===== src/rtl/sci_stat_pkg.sv =====
package sci_stat_pkg;

    localparam int STAT_W   = 8;
    localparam int GUARD_N  = 5;   // flags in bits 7..3 use the guarded clear
    localparam int GUARD_LO = 3;

    // Packed order equals register layout, MSB first.
    typedef struct packed {
        logic txe;     // 7 transmit holding register empty
        logic rxf;     // 6 receive data register full
        logic ovr;     // 5 overrun
        logic frm;     // 4 framing error
        logic par;     // 3 parity error
        logic tend;    // 2 transmit end
        logic mpb_rx;  // 1 received multiprocessor bit
        logic mpb_tx;  // 0 multiprocessor bit to send
    } stat_t;

    typedef struct packed {
        logic done;
        logic frm;
        logic par;
        logic mpb;
    } rx_ev_t;

    localparam stat_t STAT_RESET = '{txe: 1'b1, tend: 1'b1, default: 1'b0};

    function automatic logic [GUARD_N-1:0] guard_bits(input stat_t s);
        return {s.txe, s.rxf, s.ovr, s.frm, s.par};
    endfunction

endpackage


===== src/rtl/sci_clr_guard.sv =====
module sci_clr_guard #(
    parameter int N = 5
) (
    input  logic         clk,
    input  logic         rst,
    input  logic         rd_hit,
    input  logic         wr_hit,
    input  logic [N-1:0] cur,
    input  logic [N-1:0] hw_set,
    input  logic [N-1:0] wzero,
    output logic [N-1:0] clr
);
    logic [N-1:0] arm;

    for (genvar i = 0; i < N; i++) begin : g_arm
        always_ff @(posedge clk) begin
            if (rst)            arm[i] <= 1'b0;
            else if (wr_hit)    arm[i] <= 1'b0;
            else if (hw_set[i]) arm[i] <= 1'b0;
            else if (rd_hit)    arm[i] <= cur[i];
        end
    end

    assign clr = {N{wr_hit}} & wzero & arm;

    // a write consumes the remembered reads, so a second write clears nothing
    assert_single_clear_R3: assert property (@(posedge clk) disable iff (rst)
        wr_hit |=> (clr == '0));

endmodule


===== src/rtl/sci_tx_flags.sv =====
module sci_tx_flags (
    input  logic clk,
    input  logic rst,
    input  logic tx_en,
    input  logic load,
    input  logic xfer_wr,
    input  logic last_bit,
    input  logic sw_clr_txe,
    output logic txe,
    output logic tend
);
    logic clr_any;
    assign clr_any = xfer_wr | sw_clr_txe;

    always_ff @(posedge clk) begin
        if (rst || !tx_en) begin
            txe  <= 1'b1;
            tend <= 1'b1;
        end else begin
            txe  <= load | (txe & ~clr_any);
            tend <= (last_bit & txe) | (tend & ~clr_any);
        end
    end

    assert_tx_idle_R7: assert property (@(posedge clk) disable iff (rst)
        !tx_en |=> (txe && tend));

    assert_set_wins_R5: assert property (@(posedge clk) disable iff (rst)
        (load && clr_any) |=> txe);

    assert_tend_needs_txe_R8: assert property (@(posedge clk) disable iff (rst)
        ($rose(tend) && $past(tx_en)) |-> $past(txe && last_bit));

endmodule


===== src/rtl/sci_rx_flags.sv =====
module sci_rx_flags
    import sci_stat_pkg::*;
(
    input  logic   clk,
    input  logic   rst,
    input  logic   rx_en,
    input  rx_ev_t ev,
    input  logic   xfer_rd,
    input  logic   sw_clr_rxf,
    input  logic   sw_clr_ovr,
    input  logic   sw_clr_frm,
    input  logic   sw_clr_par,
    output logic   rxf,
    output logic   ovr,
    output logic   frm,
    output logic   par,
    output logic   mpb,
    output logic   accept,
    output logic   set_ovr,
    output logic   set_frm,
    output logic   set_par
);
    logic done_v, err;

    assign done_v  = rx_en & ev.done;
    assign err     = ev.frm | ev.par;
    assign accept  = done_v & ~err & ~rxf;
    assign set_ovr = done_v & rxf;
    assign set_frm = done_v & ev.frm;
    assign set_par = done_v & ev.par;

    always_ff @(posedge clk) begin
        if (rst) begin
            rxf <= 1'b0;
            ovr <= 1'b0;
            frm <= 1'b0;
            par <= 1'b0;
            mpb <= 1'b0;
        end else begin
            rxf <= accept  | (rxf & ~(xfer_rd | sw_clr_rxf));
            ovr <= set_ovr | (ovr & ~sw_clr_ovr);
            frm <= set_frm | (frm & ~sw_clr_frm);
            par <= set_par | (par & ~sw_clr_par);
            if (accept) mpb <= ev.mpb;
        end
    end

    assert_overrun_keeps_R10: assert property (@(posedge clk) disable iff (rst)
        (rx_en && ev.done && rxf && !xfer_rd && !sw_clr_rxf)
        |=> (ovr && rxf && $stable(mpb)));

    assert_rx_off_R12: assert property (@(posedge clk) disable iff (rst)
        (!rx_en && !xfer_rd && !sw_clr_rxf) |=> ($stable(rxf) && $stable(mpb)));

    assert_err_no_load_R11: assert property (@(posedge clk) disable iff (rst)
        (rx_en && ev.done && (ev.frm || ev.par) && !xfer_rd && !sw_clr_rxf)
        |=> ((frm || par) && $stable(rxf) && $stable(mpb)));

endmodule


===== src/rtl/sci_status_flags.sv =====
module sci_status_flags
    import sci_stat_pkg::*;
#(
    parameter int              ADDR_W    = 4,
    parameter logic [ADDR_W-1:0] STAT_ADDR = 4
) (
    input  logic              clk,
    input  logic              rst,
    input  logic [ADDR_W-1:0] bus_addr,
    input  logic              bus_rd,
    input  logic              bus_wr,
    input  logic [7:0]        bus_wdata,
    output logic [7:0]        bus_rdata,
    input  logic              xfer_tx_write,
    input  logic              xfer_rx_read,
    input  logic              tx_en,
    input  logic              rx_en,
    input  logic              tx_load,
    input  logic              tx_last_bit,
    input  logic              rx_done,
    input  logic              rx_frame_err,
    input  logic              rx_parity_err,
    input  logic              rx_mpb,
    input  logic              tx_irq_en,
    input  logic              rx_irq_en,
    output logic              rx_accept,
    output logic              mpb_tx,
    output logic              irq_tx,
    output logic              irq_rx,
    output logic              irq_err
);
    localparam int GHI = GUARD_LO + GUARD_N - 1;

    stat_t              stat;
    rx_ev_t             rx_ev;
    logic               rd_hit, wr_hit;
    logic [GUARD_N-1:0] hw_set, sw_clr;
    logic               set_ovr, set_frm, set_par;
    logic               mpbt_q;

    assign rd_hit = bus_rd & (bus_addr == STAT_ADDR);
    assign wr_hit = bus_wr & (bus_addr == STAT_ADDR);

    assign rx_ev = '{done: rx_done, frm: rx_frame_err, par: rx_parity_err, mpb: rx_mpb};

    // hw_set/sw_clr index 4..0 = transmit empty, receive full, overrun, framing, parity
    assign hw_set = {~tx_en | tx_load, rx_accept, set_ovr, set_frm, set_par};

    sci_clr_guard #(.N(GUARD_N)) u_guard (
        .clk    (clk),
        .rst    (rst),
        .rd_hit (rd_hit),
        .wr_hit (wr_hit),
        .cur    (guard_bits(stat)),
        .hw_set (hw_set),
        .wzero  (~bus_wdata[GHI:GUARD_LO]),
        .clr    (sw_clr)
    );

    sci_tx_flags u_tx (
        .clk        (clk),
        .rst        (rst),
        .tx_en      (tx_en),
        .load       (tx_load),
        .xfer_wr    (xfer_tx_write),
        .last_bit   (tx_last_bit),
        .sw_clr_txe (sw_clr[4]),
        .txe        (stat.txe),
        .tend       (stat.tend)
    );

    sci_rx_flags u_rx (
        .clk        (clk),
        .rst        (rst),
        .rx_en      (rx_en),
        .ev         (rx_ev),
        .xfer_rd    (xfer_rx_read),
        .sw_clr_rxf (sw_clr[3]),
        .sw_clr_ovr (sw_clr[2]),
        .sw_clr_frm (sw_clr[1]),
        .sw_clr_par (sw_clr[0]),
        .rxf        (stat.rxf),
        .ovr        (stat.ovr),
        .frm        (stat.frm),
        .par        (stat.par),
        .mpb        (stat.mpb_rx),
        .accept     (rx_accept),
        .set_ovr    (set_ovr),
        .set_frm    (set_frm),
        .set_par    (set_par)
    );

    always_ff @(posedge clk) begin
        if (rst)         mpbt_q <= STAT_RESET.mpb_tx;
        else if (wr_hit) mpbt_q <= bus_wdata[0];
    end
    assign stat.mpb_tx = mpbt_q;
    assign mpb_tx      = mpbt_q;

    assign bus_rdata = rd_hit ? 8'(stat) : 8'h00;
    assign irq_tx    = stat.txe & tx_irq_en;
    assign irq_rx    = stat.rxf & rx_irq_en;
    assign irq_err   = stat.ovr | stat.frm | stat.par;

    assert_ovr_only_on_rx_R10: assert property (@(posedge clk) disable iff (rst)
        $rose(stat.ovr) |-> $past(rx_en && rx_done));

    assert_mpb_readonly_R13: assert property (@(posedge clk) disable iff (rst)
        (wr_hit && !(rx_en && rx_done)) |=> $stable(stat.mpb_rx));

endmodule


===== config.mk =====
export PLATFORM = sky130hd
export DESIGN_NAME = sci_status_flags
export DESIGN_NICKNAME = d
export VERILOG_FILES = /design/src/rtl/sci_stat_pkg.sv /design/src/rtl/sci_clr_guard.sv /design/src/rtl/sci_tx_flags.sv /design/src/rtl/sci_rx_flags.sv /design/src/rtl/sci_status_flags.sv
export SDC_FILE = /design/constraint.sdc
export NUM_CORES = 1
export LEC_CHECK = 0
export ABC_AREA = 1
export BUFFER_PORTS_ARGS = -buffer_cell sky130_fd_sc_hd__buf_2
export CORE_MARGIN = 1.5
export CORE_UTILIZATION = 41
export CTS_CLUSTER_SIZE = 16
export DETAILED_ROUTE_END_ITERATION = 12
export PLACE_DENSITY = 0.77
export SYNTH_ARGS = -nofsm -noshare
export SYNTH_HDL_FRONTEND = slang
export SYNTH_SLANG_ARGS = --single-unit

===== constraint.sdc =====
create_clock -name clk -period 1.4 [get_ports clk]
set_input_delay 0.35 -clock clk [delete_from_list [all_inputs] [get_ports clk]]
set_output_delay 0.35 -clock clk [all_outputs]
set_load 0.05 [all_outputs]

==> reports/results.txt <==
unrepaired setup endpoints after global routing: true
Area growth, synth to finish: 89.5%
gr usage total: 24.4%
Die H: 43.4 um
setup TNS: -0.947 ns
DRT iter0 DRCs: 22
grt met1 use: 25.9%
final-report setup violation count: 9
Final Max Tran Viols: 0
Leakage: 0.565 nW
Yosys Warn Count: 0
Worst Setup Start Kind: primary input
I/O Buffers: 38
Yosys cell types: 11
Critical Path End Type: output port
Netlist Area Pre-Place: 668 um2
r2r setup slk: 0.45 ns
I/O pins: 41
drt pass-1 iters: 4
M2 GR Usage: 44.5%
Avg Cell Area, Syn: 6.24 um2
CTS Buf Count: 3
Syn Inst Count: 107
Required @ worst endpoint: 1.05 ns
Worst-Skew Late Latency: 0.29 ns
Clock Skew: 0.000383 ns
endpoints failing hold: 0
Layout Nets: 193
Clock Sinks: 13
DR WL/cell: 12.7 um
initial antenna violation count: 0
met3 layer usage reported by global route: 4.17%
Initial Util: 43.8%
hold buffer count at cts: 0
Cell Rows: 14
fmax: 0.651 GHz
status: complete, but fails checks
VDD IR-drop max: 0.533 mV
critical path class: primary input to output port
# DRC: 0
critical path's top delay family: buffers and inverters
Final period util: 110%
Worst Path Buf+Inv: 4
post-layout instance area: 1270 um2
core area: 1520 um2
final WL: 2290 um
Max stage delay on crit path: 0.16 ns
Crit-path slowest cell: buf_6
vias per cell: 4.97
CTS HTree Levels: 1
CP Max Fanout: 6
commonest non-fill, non-tap cells in the layout: buf_2 (23), nand2_1 (21), buf_4 (15), inv_1 (14), nand3_1 (12)
Die Wd: 43.4 um
gr busiest metal: met2
RePlAce Congestion: 0.808
Inserted Diodes: 0
CP Cell Sequence: buf_6 -> inv_4 -> nand2_4 -> nor2_4 -> buf_12 -> nand2_8 -> nor2_4 -> buf_6
Rel. slew slack: 81.2%
Clock Pin Slew Worst Setup and Hold Paths: 0.08 ns
dpl hpwl: 1300 um
failing checks: negative setup slack
GRT overflow: 0
commonest non-fill, non-tap cell in the layout: buf_2
worst setup margin: -0.136 ns
post-route ant nets: 0
DR vias: 894
Die ar.: 1880 um2
largest net degree at the start of global routing: 8
number of global-route vias before repair: 821
CTS Root Cell: clkbuf_4
min Tclk post-route: 1.54 ns
worst hold path class: primary input to register
CTS tree: built
Slew @ Worst Pin: 0.282 ns
first-pass GRT wire length: 3320 um
dpl cell area: 951 um2
pre-CTS WS: -0.341 ns
syn nets: 135
Arr. time, crit path: 1.19 ns
#FFs+latches synth: 13
CTS max path bufs: 2
layout cell share with drive strength beyond 1: 51.8%
PD cells: 642 nW/um2
max_cap viols: 0
register area share after synthesis: 39.0%
[kinds of logic after synthesis]
| group | share of synthesized area (%) |
|---|---|
| AO/OA/AOI/OAI | 8.99 |
| flip-flops | 39.0 |
| buffers and inverters | 15.2 |
| AND/OR/NAND/NOR | 36.9 |
[where the power goes]
group / leakage (nW) / total (mW) / internal, mW / switching, mW
combinational: 0.443 / 0.182 / 0.0827 / 0.0997
clock: 0.0150 / 0.248 / 0.111 / 0.137
sequential: 0.107 / 0.383 / 0.376 / 0.00682
[worst reg2reg max path: cells and delay by family (launching register included)]
kind                   cells  cell delay (ns)
flip-flops                 1             0.38
buffers and inverters      2             0.21
AND/OR/NAND/NOR            2             0.13
AO/OA/AOI/OAI              1             0.14
[timing repair]
action	CTS	global route
cloned	1	0
resized for setup	41	15
endpoints found under the hold margin	0	0
endpoints found under the setup margin	11	10
setup buffers	8	3
pin swaps	12	3
[layer usage]
metal	vias to the layer above	wire length [um]
met1	404	886
met5	-	0
met2	40	1220
met3	6	126
li1	444	-
met4	0	53
[layout make-up]
class | count | area (um2)
Tap cell | 16 | 20.0
Multi-Input combinational cell | 70 | 414
Inverter | 24 | 114
Timing Repair Buffer | 53 | 424
Sequential cell | 13 | 268
Fill cell | 83 | 258
Clock buffer | 4 | 26.3
[metrics by stage]
| stage | utilization [%] | power (mW) | std cells | hold WS [ns] |
|---|---|---|---|---|
| 2_1_floorplan | - | 0.459 | 107 | 0.419 |
| 3_3_place_gp | 62.4 | 0.515 | 164 | 0.444 |
| 3_5_place_dp | 62.4 | 0.518 | 164 | 0.451 |
| 4_1_cts | 77.0 | 0.789 | 177 | 0.258 |
| 5_1_grt | 83.1 | 0.840 | 180 | 0.265 |
| 6_report | 83.1 | 0.813 | 180 | 0.261 |
[registers in the layout (all words and copies together) (netlist names)]
register     flops
u_tx.txe         1
u_guard.arm      5
u_rx.rxf         1
u_rx.frm         1
mpb_tx           1
u_rx.par         1
u_tx.tend        1
u_rx.mpb         1
u_rx.ovr         1
[synth_stat cells]
cell     count  area [um2]
nand2_1     24        90.1
dfxtp_1     13         260
or3_1        1        6.26
o21ai_0      1        5.00
nand3_2      1        10.0
inv_1       24        90.1
a21oi_1     11        55.1
nor2_1      13        48.8
nor2_2       1        6.26
buf_6        1        11.3
nand3_1     17        85.1
[path summary, 6_finish.rpt]
kind | startpoint | to | cells past startpoint
max | bus_addr[3] | bus_rdata[1] | 8
min | tx_load | u_tx.txe | 3
max reg2reg | u_rx.rxf | u_rx.mpb | 5
min reg2reg | u_guard.arm[4] | u_guard.arm[4] | 2
No activity file was read; power rests on OpenSTA's default activity.
